==> config.mk <==
export PLATFORM = sky130hd
export DESIGN_NAME = shared_ram_timer
export DESIGN_NICKNAME = d
export VERILOG_FILES = /design/src/rtl/timing_pkg.sv /design/src/rtl/timing_ctrl.sv /design/src/rtl/timing_outputs.sv /design/src/rtl/shared_ram_timer.sv
export SDC_FILE = /design/constraint.sdc
export NUM_CORES = 1
export LEC_CHECK = 0
export ABC_CLOCK_PERIOD_IN_PS = 2800
export BUFFER_PORTS_ARGS = -buffer_cell sky130_fd_sc_hd__buf_4
export CORE_AREA = 8 8 45 47
export CTS_CLUSTER_SIZE = 20
export DETAILED_ROUTE_END_ITERATION = 8
export DIE_AREA = 0 0 53 55
export PLACE_DENSITY_LB_ADDON = 0.12
export SYNTH_ARGS = -nofsm -noshare
export SYNTH_HDL_FRONTEND = slang
export SYNTH_SLANG_ARGS = --single-unit
==> constraint.sdc <==
create_clock -name clk -period 2.8 [get_ports clk]
set_input_delay 0.28 -clock clk [delete_from_list [all_inputs] [get_ports clk]]
set_output_delay 0.28 -clock clk [all_outputs]
set_load 0.01 [all_outputs]
==> src/rtl/timing_pkg.sv <==
package timing_pkg;
  typedef enum logic [1:0] {
    ACC_RAM = 2'b00,
    ACC_ROM = 2'b01,
    ACC_IO  = 2'b10
  } accClass_e;

  // phase information handed from control to the output datapath
  typedef struct packed {
    logic [1:0] quarter;
    logic       fast;
  } phaseCtl_t;
endpackage

==> src/rtl/timing_ctrl.sv <==
module timing_ctrl
  import timing_pkg::*;
#(
  parameter int SLOW_DIV = 16,
  parameter int ADDR_W = 16,
  parameter logic [ADDR_W-1:0] SLOW_ADDR = 16'hFF40,
  parameter logic [ADDR_W-1:0] FAST_ADDR = 16'hFF41
) (
  input  logic              clk,
  input  logic              rstN,
  input  logic [1:0]        accClass,
  input  logic              hsN,
  input  logic              fsN,
  input  logic              cpuWr,
  input  logic [ADDR_W-1:0] cpuAddr,
  output phaseCtl_t         phase
);
  localparam int CNT_W = $clog2(SLOW_DIV);
  localparam logic [CNT_W-1:0] SLOW_LAST = CNT_W'(SLOW_DIV - 1);
  localparam logic [CNT_W-1:0] FAST_LAST = CNT_W'(SLOW_DIV / 2 - 1);

  logic [CNT_W-1:0] cnt;
  logic             fastCyc;
  logic             speedBit;
  logic             lastTick;
  logic             blanking;
  logic             nextFast;

  assign lastTick = (cnt == (fastCyc ? FAST_LAST : SLOW_LAST));
  assign blanking = !hsN || !fsN;
  assign nextFast = speedBit && ((accClass == ACC_ROM) || blanking);

  always_ff @(posedge clk or negedge rstN) begin
    if (!rstN) begin
      speedBit <= 1'b0;
    end else if (cpuWr && cpuAddr == FAST_ADDR) begin
      speedBit <= 1'b1;
    end else if (cpuWr && cpuAddr == SLOW_ADDR) begin
      speedBit <= 1'b0;
    end
  end

  always_ff @(posedge clk or negedge rstN) begin
    if (!rstN) begin
      cnt     <= '0;
      fastCyc <= 1'b0;
    end else if (lastTick) begin
      cnt     <= '0;
      fastCyc <= nextFast;
    end else begin
      cnt <= cnt + 1'b1;
    end
  end

  assign phase.fast    = fastCyc;
  assign phase.quarter = fastCyc ? cnt[CNT_W-2 -: 2] : cnt[CNT_W-1 -: 2];

  // a fast cycle only starts when the speed bit was set at the boundary
  a_r4_fast_needs_speed: assert property (@(posedge clk) disable iff (!rstN)
    (cnt == '0 && fastCyc) |-> $past(speedBit));

  // the cycle length changes only where a new cycle begins
  a_r7_switch_at_boundary: assert property (@(posedge clk) disable iff (!rstN)
    !$stable(fastCyc) |-> (cnt == '0));
endmodule

==> src/rtl/timing_outputs.sv <==
module timing_outputs
  import timing_pkg::*;
(
  input  logic      clk,
  input  logic      rstN,
  input  phaseCtl_t phase,
  output logic      eClk,
  output logic      qClk,
  output logic      ramCpu,
  output logic      vidStrobe,
  output logic      cpuStrobe
);
  always_ff @(posedge clk or negedge rstN) begin
    if (!rstN) begin
      eClk      <= 1'b0;
      qClk      <= 1'b0;
      ramCpu    <= 1'b0;
      vidStrobe <= 1'b0;
      cpuStrobe <= 1'b0;
    end else begin
      qClk      <= (phase.quarter == 2'd1) || (phase.quarter == 2'd2);
      eClk      <= phase.quarter[1];
      ramCpu    <= phase.quarter[1];
      vidStrobe <= (phase.quarter == 2'd1) && !phase.fast;
      cpuStrobe <= (phase.quarter == 2'd3);
    end
  end

  a_r9_no_overlap: assert property (@(posedge clk) disable iff (!rstN)
    !(vidStrobe && cpuStrobe));

  a_r1_cpu_strobe_owns_ram: assert property (@(posedge clk) disable iff (!rstN)
    cpuStrobe |-> ramCpu);

  a_r2_q_leads_e: assert property (@(posedge clk) disable iff (!rstN)
    $rose(eClk) |-> qClk);

  a_r5_vid_in_video_half: assert property (@(posedge clk) disable iff (!rstN)
    vidStrobe |-> (!ramCpu && qClk));
endmodule

==> src/rtl/shared_ram_timer.sv <==
module shared_ram_timer
  import timing_pkg::*;
#(
  parameter int SLOW_DIV = 16,
  parameter int ADDR_W = 16,
  parameter logic [ADDR_W-1:0] SLOW_ADDR = 16'hFF40,
  parameter logic [ADDR_W-1:0] FAST_ADDR = 16'hFF41
) (
  input  logic              clk,
  input  logic              rstN,
  input  logic [1:0]        accClass,
  input  logic              hsN,
  input  logic              fsN,
  input  logic              cpuWr,
  input  logic [ADDR_W-1:0] cpuAddr,
  output logic              eClk,
  output logic              qClk,
  output logic              ramCpu,
  output logic              vidStrobe,
  output logic              cpuStrobe
);
  phaseCtl_t phase;

  timing_ctrl #(
    .SLOW_DIV (SLOW_DIV),
    .ADDR_W   (ADDR_W),
    .SLOW_ADDR(SLOW_ADDR),
    .FAST_ADDR(FAST_ADDR)
  ) uCtrl (
    .clk     (clk),
    .rstN    (rstN),
    .accClass(accClass),
    .hsN     (hsN),
    .fsN     (fsN),
    .cpuWr   (cpuWr),
    .cpuAddr (cpuAddr),
    .phase   (phase)
  );

  timing_outputs uOut (
    .clk      (clk),
    .rstN     (rstN),
    .phase    (phase),
    .eClk     (eClk),
    .qClk     (qClk),
    .ramCpu   (ramCpu),
    .vidStrobe(vidStrobe),
    .cpuStrobe(cpuStrobe)
  );
endmodule

### Word level (Yosys, flattened, before mapping)

Cells that the tools add are included.

* muxes and demuxes: 5
* eq/ne operators: 7
* reduce and logical (&&, ||, !) cells: 11
* add/subtract/negate cells: 1

Operators with widths (number)
* == test 16 bit (second input constant): 2
* 2-to-1 mux 4 bit: 2
* adder 4 x 1 -> 4 bit (second input constant): 1
* == test 2 x 1 -> 1 bit (second input constant): 2
* == test 2 bit (second input constant): 2
* == test 4 bit: 1
* logical AND 1 bit: 4
* logical NOT 1 bit: 3
* logical OR 1 bit: 3
* 2-to-1 mux 1 bit: 2
* 2-to-1 mux 2 bit: 1
* nonzero test 2 bit: 1

* logic and storage cells: 31
* flip-flop bits (word level): 10
* bits of input ports: 23
* output and inout bits: 5

### Depth between registers and ports, before layout

* depth in word-level cells: 4
* depth in mapped cells: 4
* mapped depth without buffers: 4

### Modules after synthesis

From an unflattened synthesis, not the netlist that was laid out.

* cell total of the unflattened synthesis: 44
* area total of the unflattened synthesis: 505.5 µm²

By module, submodules not included
* timing_ctrl: area each 351.6 µm², instances 1, cells an instance 34
* timing_outputs: area each 153.9 µm², instances 1, cells an instance 10

### Least setup slack after synthesis

OpenSTA, ideal clock, no wires.

* kind: input -> register
* start point: input cpuAddr[1]
* end point: register uCtrl.speedBit
* setup slack: 1316 ps
* library setup time: 128 ps
* cell stages on the path: 3
* data arrival time: 1356 ps
* path through: or4b_1 > nor4_2 > mux2_1

* longest elaborated chain between the ends: 3
* elaborated cells on any way between the ends: 6

RTL lines
* from (decl): RTL line shared_ram_timer.sv:15 `input logic [ADDR_W-1:0] cpuAddr,`
* == test 16 bit (on tied branches): RTL line timing_ctrl.sv:36, timing_ctrl.sv:38
* logical AND 1 bit (on tied branches): RTL line timing_ctrl.sv:36, timing_ctrl.sv:38
* 2-to-1 mux 1 bit / nonzero test 2 bit (equally long branches)
* to (signal assigned): RTL line timing_ctrl.sv:35 `speedBit <= 1'b0;`
* to (signal assigned): RTL line timing_ctrl.sv:37 `speedBit <= 1'b1;`
* to (signal assigned): RTL line timing_ctrl.sv:39 `speedBit <= 1'b0;`
* to (decl): RTL line timing_ctrl.sv:24 `logic speedBit;`

Several ways; a longest one is shown, not always the timed one.
A chain may end at the register's enable or synchronous reset.

### Worst setup path in the final report

Ends and elaborated chain as after synthesis.

==> impl_metrics.yaml <==
cts:
  cts_root_buf: "clkbuf_4"
  cts_resized: 0
  cts_sinks: 10
  cts_max_path_buffers: 2
  cts_tree: "done"
  post_cts_buffers: 0
  clk_latency_ps: 260
  clk_pin_slew_ps: 60
  cts_hold_buf: 1
  numCtsBuffers: 3
  cts_max_level: 1
critical_path:
  r2r_end: "uOut.vidStrobe"
  arrival_ps: 1480
  rr_startpoint: "uCtrl.fastCyc"
  endpoint_kind: "register"
  startpoint_type: "input port"
  crit_type: "in2reg"
  cp-startpoint: "cpuAddr[1]"
  critPathMaxFanout: 1
  reg2reg_depth: 3
  worst-r2r-setup-slack_ps: 1510
  crit_required_ps: 2940
hold_path:
  whs_endpoint: "uCtrl.speedBit"
  worstHoldStart: "cpuAddr[0]"
  hold_depth: 2
  hold_path_class: "in2reg"
layout:
  multi_input_area_um2: 216.5
  fillers: 125
  nNetsFinal: 99
  synthToLayoutAreaGrowth_pct: 49.11
  fin_cells: 87
  diodes: 0
  drive_gt1_share_pct: 43.66
  postLayoutCoreUtil_pct: 52.71
  seq_area_um2: 250.2
detailed_routing:
  wl_met1_um: 488
  ant_nets: 0
  wl_per_cell_um: 12.99
  drtIter0Drc: 4
  drc: 0
  route.vias.total: 422
  via_per_inst: 4.851
  met3_wirelength_um: 200
  dr.pass1.iters: 4
  wl_met2_um: 434
  top_layer: "met4"
  drt-total-wl_um: 1130
synthesis:
  synth_area_leaders: "dfrtp_1 51%, ha_1 7.7%, xor2_1 5.4%, mux2_1 4.6%, or4b_1 4.1%"
  synth.top_cell.area_share_pct: 51.15
  yosys.area.top_type: "dfrtp_1"
  synth_seq_cells: 10
  yosys.cell_types.count: 17
  synth_cells: 43
  synth.avg_cell_area_um2: 11.38
  yosysSeqAreaShare_pct: 51.15
  yosysWarnings: 0
  netlist_area_um2: 489.2
  synth_fp_nets: 69
pwr:
  pwr-share-clk_pct: 35.8
  internal_power_uw: 215.5
  pwr-share-comb_pct: 10.6
  powerDensity_nw_per_um2: 369.4
  leakage_uw: 0.0003505
  netSwitchingPower_uw: 53.99
  p_seq_share_pct: 53.6
  swShare_pct: 20.04
  vdd_ir_drop_max_uv: 173.6
timing:
  min_period_ps: 1337
  fin_skew_ps: 5.579
  slew_viol_final: 0
  whs_ps: 235.7
  fin_ws_ps: 1463
  hold_viol: 0
  setup-violations-final: 0
  setup_tns_ps: 0
  fin_crit_sh_pct: 47.75
  timing_worst_slew_pin_value_ps: 286.6
  max_freq_mhz: 748.0
  rsz0062_at_grt: "no"
  slew_headroom_pct: 80.89
floorplanning:
  fp.dieH_um: 55
  core_area_um2: 1384
  die_area_um2: 2915
  io_pins: 28
  die_width_um: 53
  initial_core_util_pct: 35.35
  num_rows: 14
place:
  dp_cells: 83
  place.gp.congestion: 0.6883
  hpwl_um: 932
  place.port_buffers: 27
  dp_worst_setup_slack_ps: 1182
grt:
  overflow: 0
  grt_pass1_wl_um: 1904
  grt_pass1_vias: 465
  grt_max_degree: 11
  track_usage_pct: 9.036
  antenna_found_initial: 0
run_status:
  status: "finished clean"
run:
  cap_violations: 0
## layout by cell type (no fill, tap or decap), drive strengths merged, types with 2 or more instances in the layout
| cell | instances |
|---|---|
| xor2 | 3 |
| a31oi | 3 |
| nand2 | 3 |
| nor2b | 2 |
| or4b | 2 |
| clkbuf | 3 |
| nand4 | 3 |
| o21ai | 4 |
| dfrtp | 10 |
| inv | 2 |
| mux2 | 2 |
| ha | 3 |
| buf | 27 |
## metrics by stage
stage                     cell area [um^2]  total power (uW)
final                                729.5             269.5
after global placement               696.9             174.8
after global routing                 729.5             284.5
after floorplan                      489.2             149.7
after CTS                            729.5             273.5
after detailed placement             696.9             175.2
## logic make-up after synthesis
logic type,Yosys count,share of synthesized area (%)
AO/OA/AOI/OAI,7,7.927
XOR/XNOR,3,5.372
flip-flops,10,51.15
buffers and inverters,5,4.605
adder cells (fa/ha/maj),3,7.673
AND/OR/NAND/NOR,12,16.62
multiplexers,3,6.649
## critical path, stage by stage
cell	delay [ps]
buf_4	100
or4b_1	520
nor4_2	230
mux2_1	340
## worst max path at each step
stage | end | slack (ps) | cells past startpoint
final | uCtrl.speedBit | 1460 | 4
after global routing | uCtrl.speedBit | 1450 | 4
after CTS | uCtrl.speedBit | 1460 | 4
after detailed placement | uCtrl.speedBit | 1180 | 4
after global placement | uCtrl.speedBit | 1190 | 4
after floorplan | uCtrl.speedBit | 1320 | 3
## final cells by class
class / count / area share, %
sequential: 10 / 34.31
multi-input combinational: 28 / 29.67
clock buffer: 3 / 3.087
timing repair buffer: 28 / 29.16
inverter: 2 / 1.029
tap: 16 / 2.744
## synth_stat cells
cell type  number
buf_4           1
a31oi_1         3
dfrtp_1        10
xor2_1          3
or4b_1          2
clkbuf_1        2
nor2b_1         2
ha_1            3
nand4_1         3
inv_1           2
o21ai_0         1
nor4_2          1
and3_1          1
o21ai_1         3
nand2_1         3
mux2i_1         1
mux2_1          2
## power by group through the flow
stage               sequential [uW]  combinational, uW  clock [uW]
floorplan                       147               2.40           0
global placement                147               27.5           0
detailed placement              147               28.0           0
CTS                             145               29.1        99.8
global route                    144               31.8         108
finish                          144               28.5        96.5
## per-layer routing
metal | up-vias | track usage, %
met5 | - | 0
met4 | 0 | 6.466
met3 | 2 | 7.219
met2 | 28 | 10.74
met1 | 183 | 10.42
li1 | 209 | -
## flip-flops by register name (all words and copies together) (netlist names)
signal          cells
uCtrl.speedBit      1
uCtrl.cnt           4
uOut.eClk           1
uOut.vidStrobe      1
uCtrl.fastCyc       1
uOut.qClk           1
uOut.cpuStrobe      1
(Power assumes the default switching activity.)
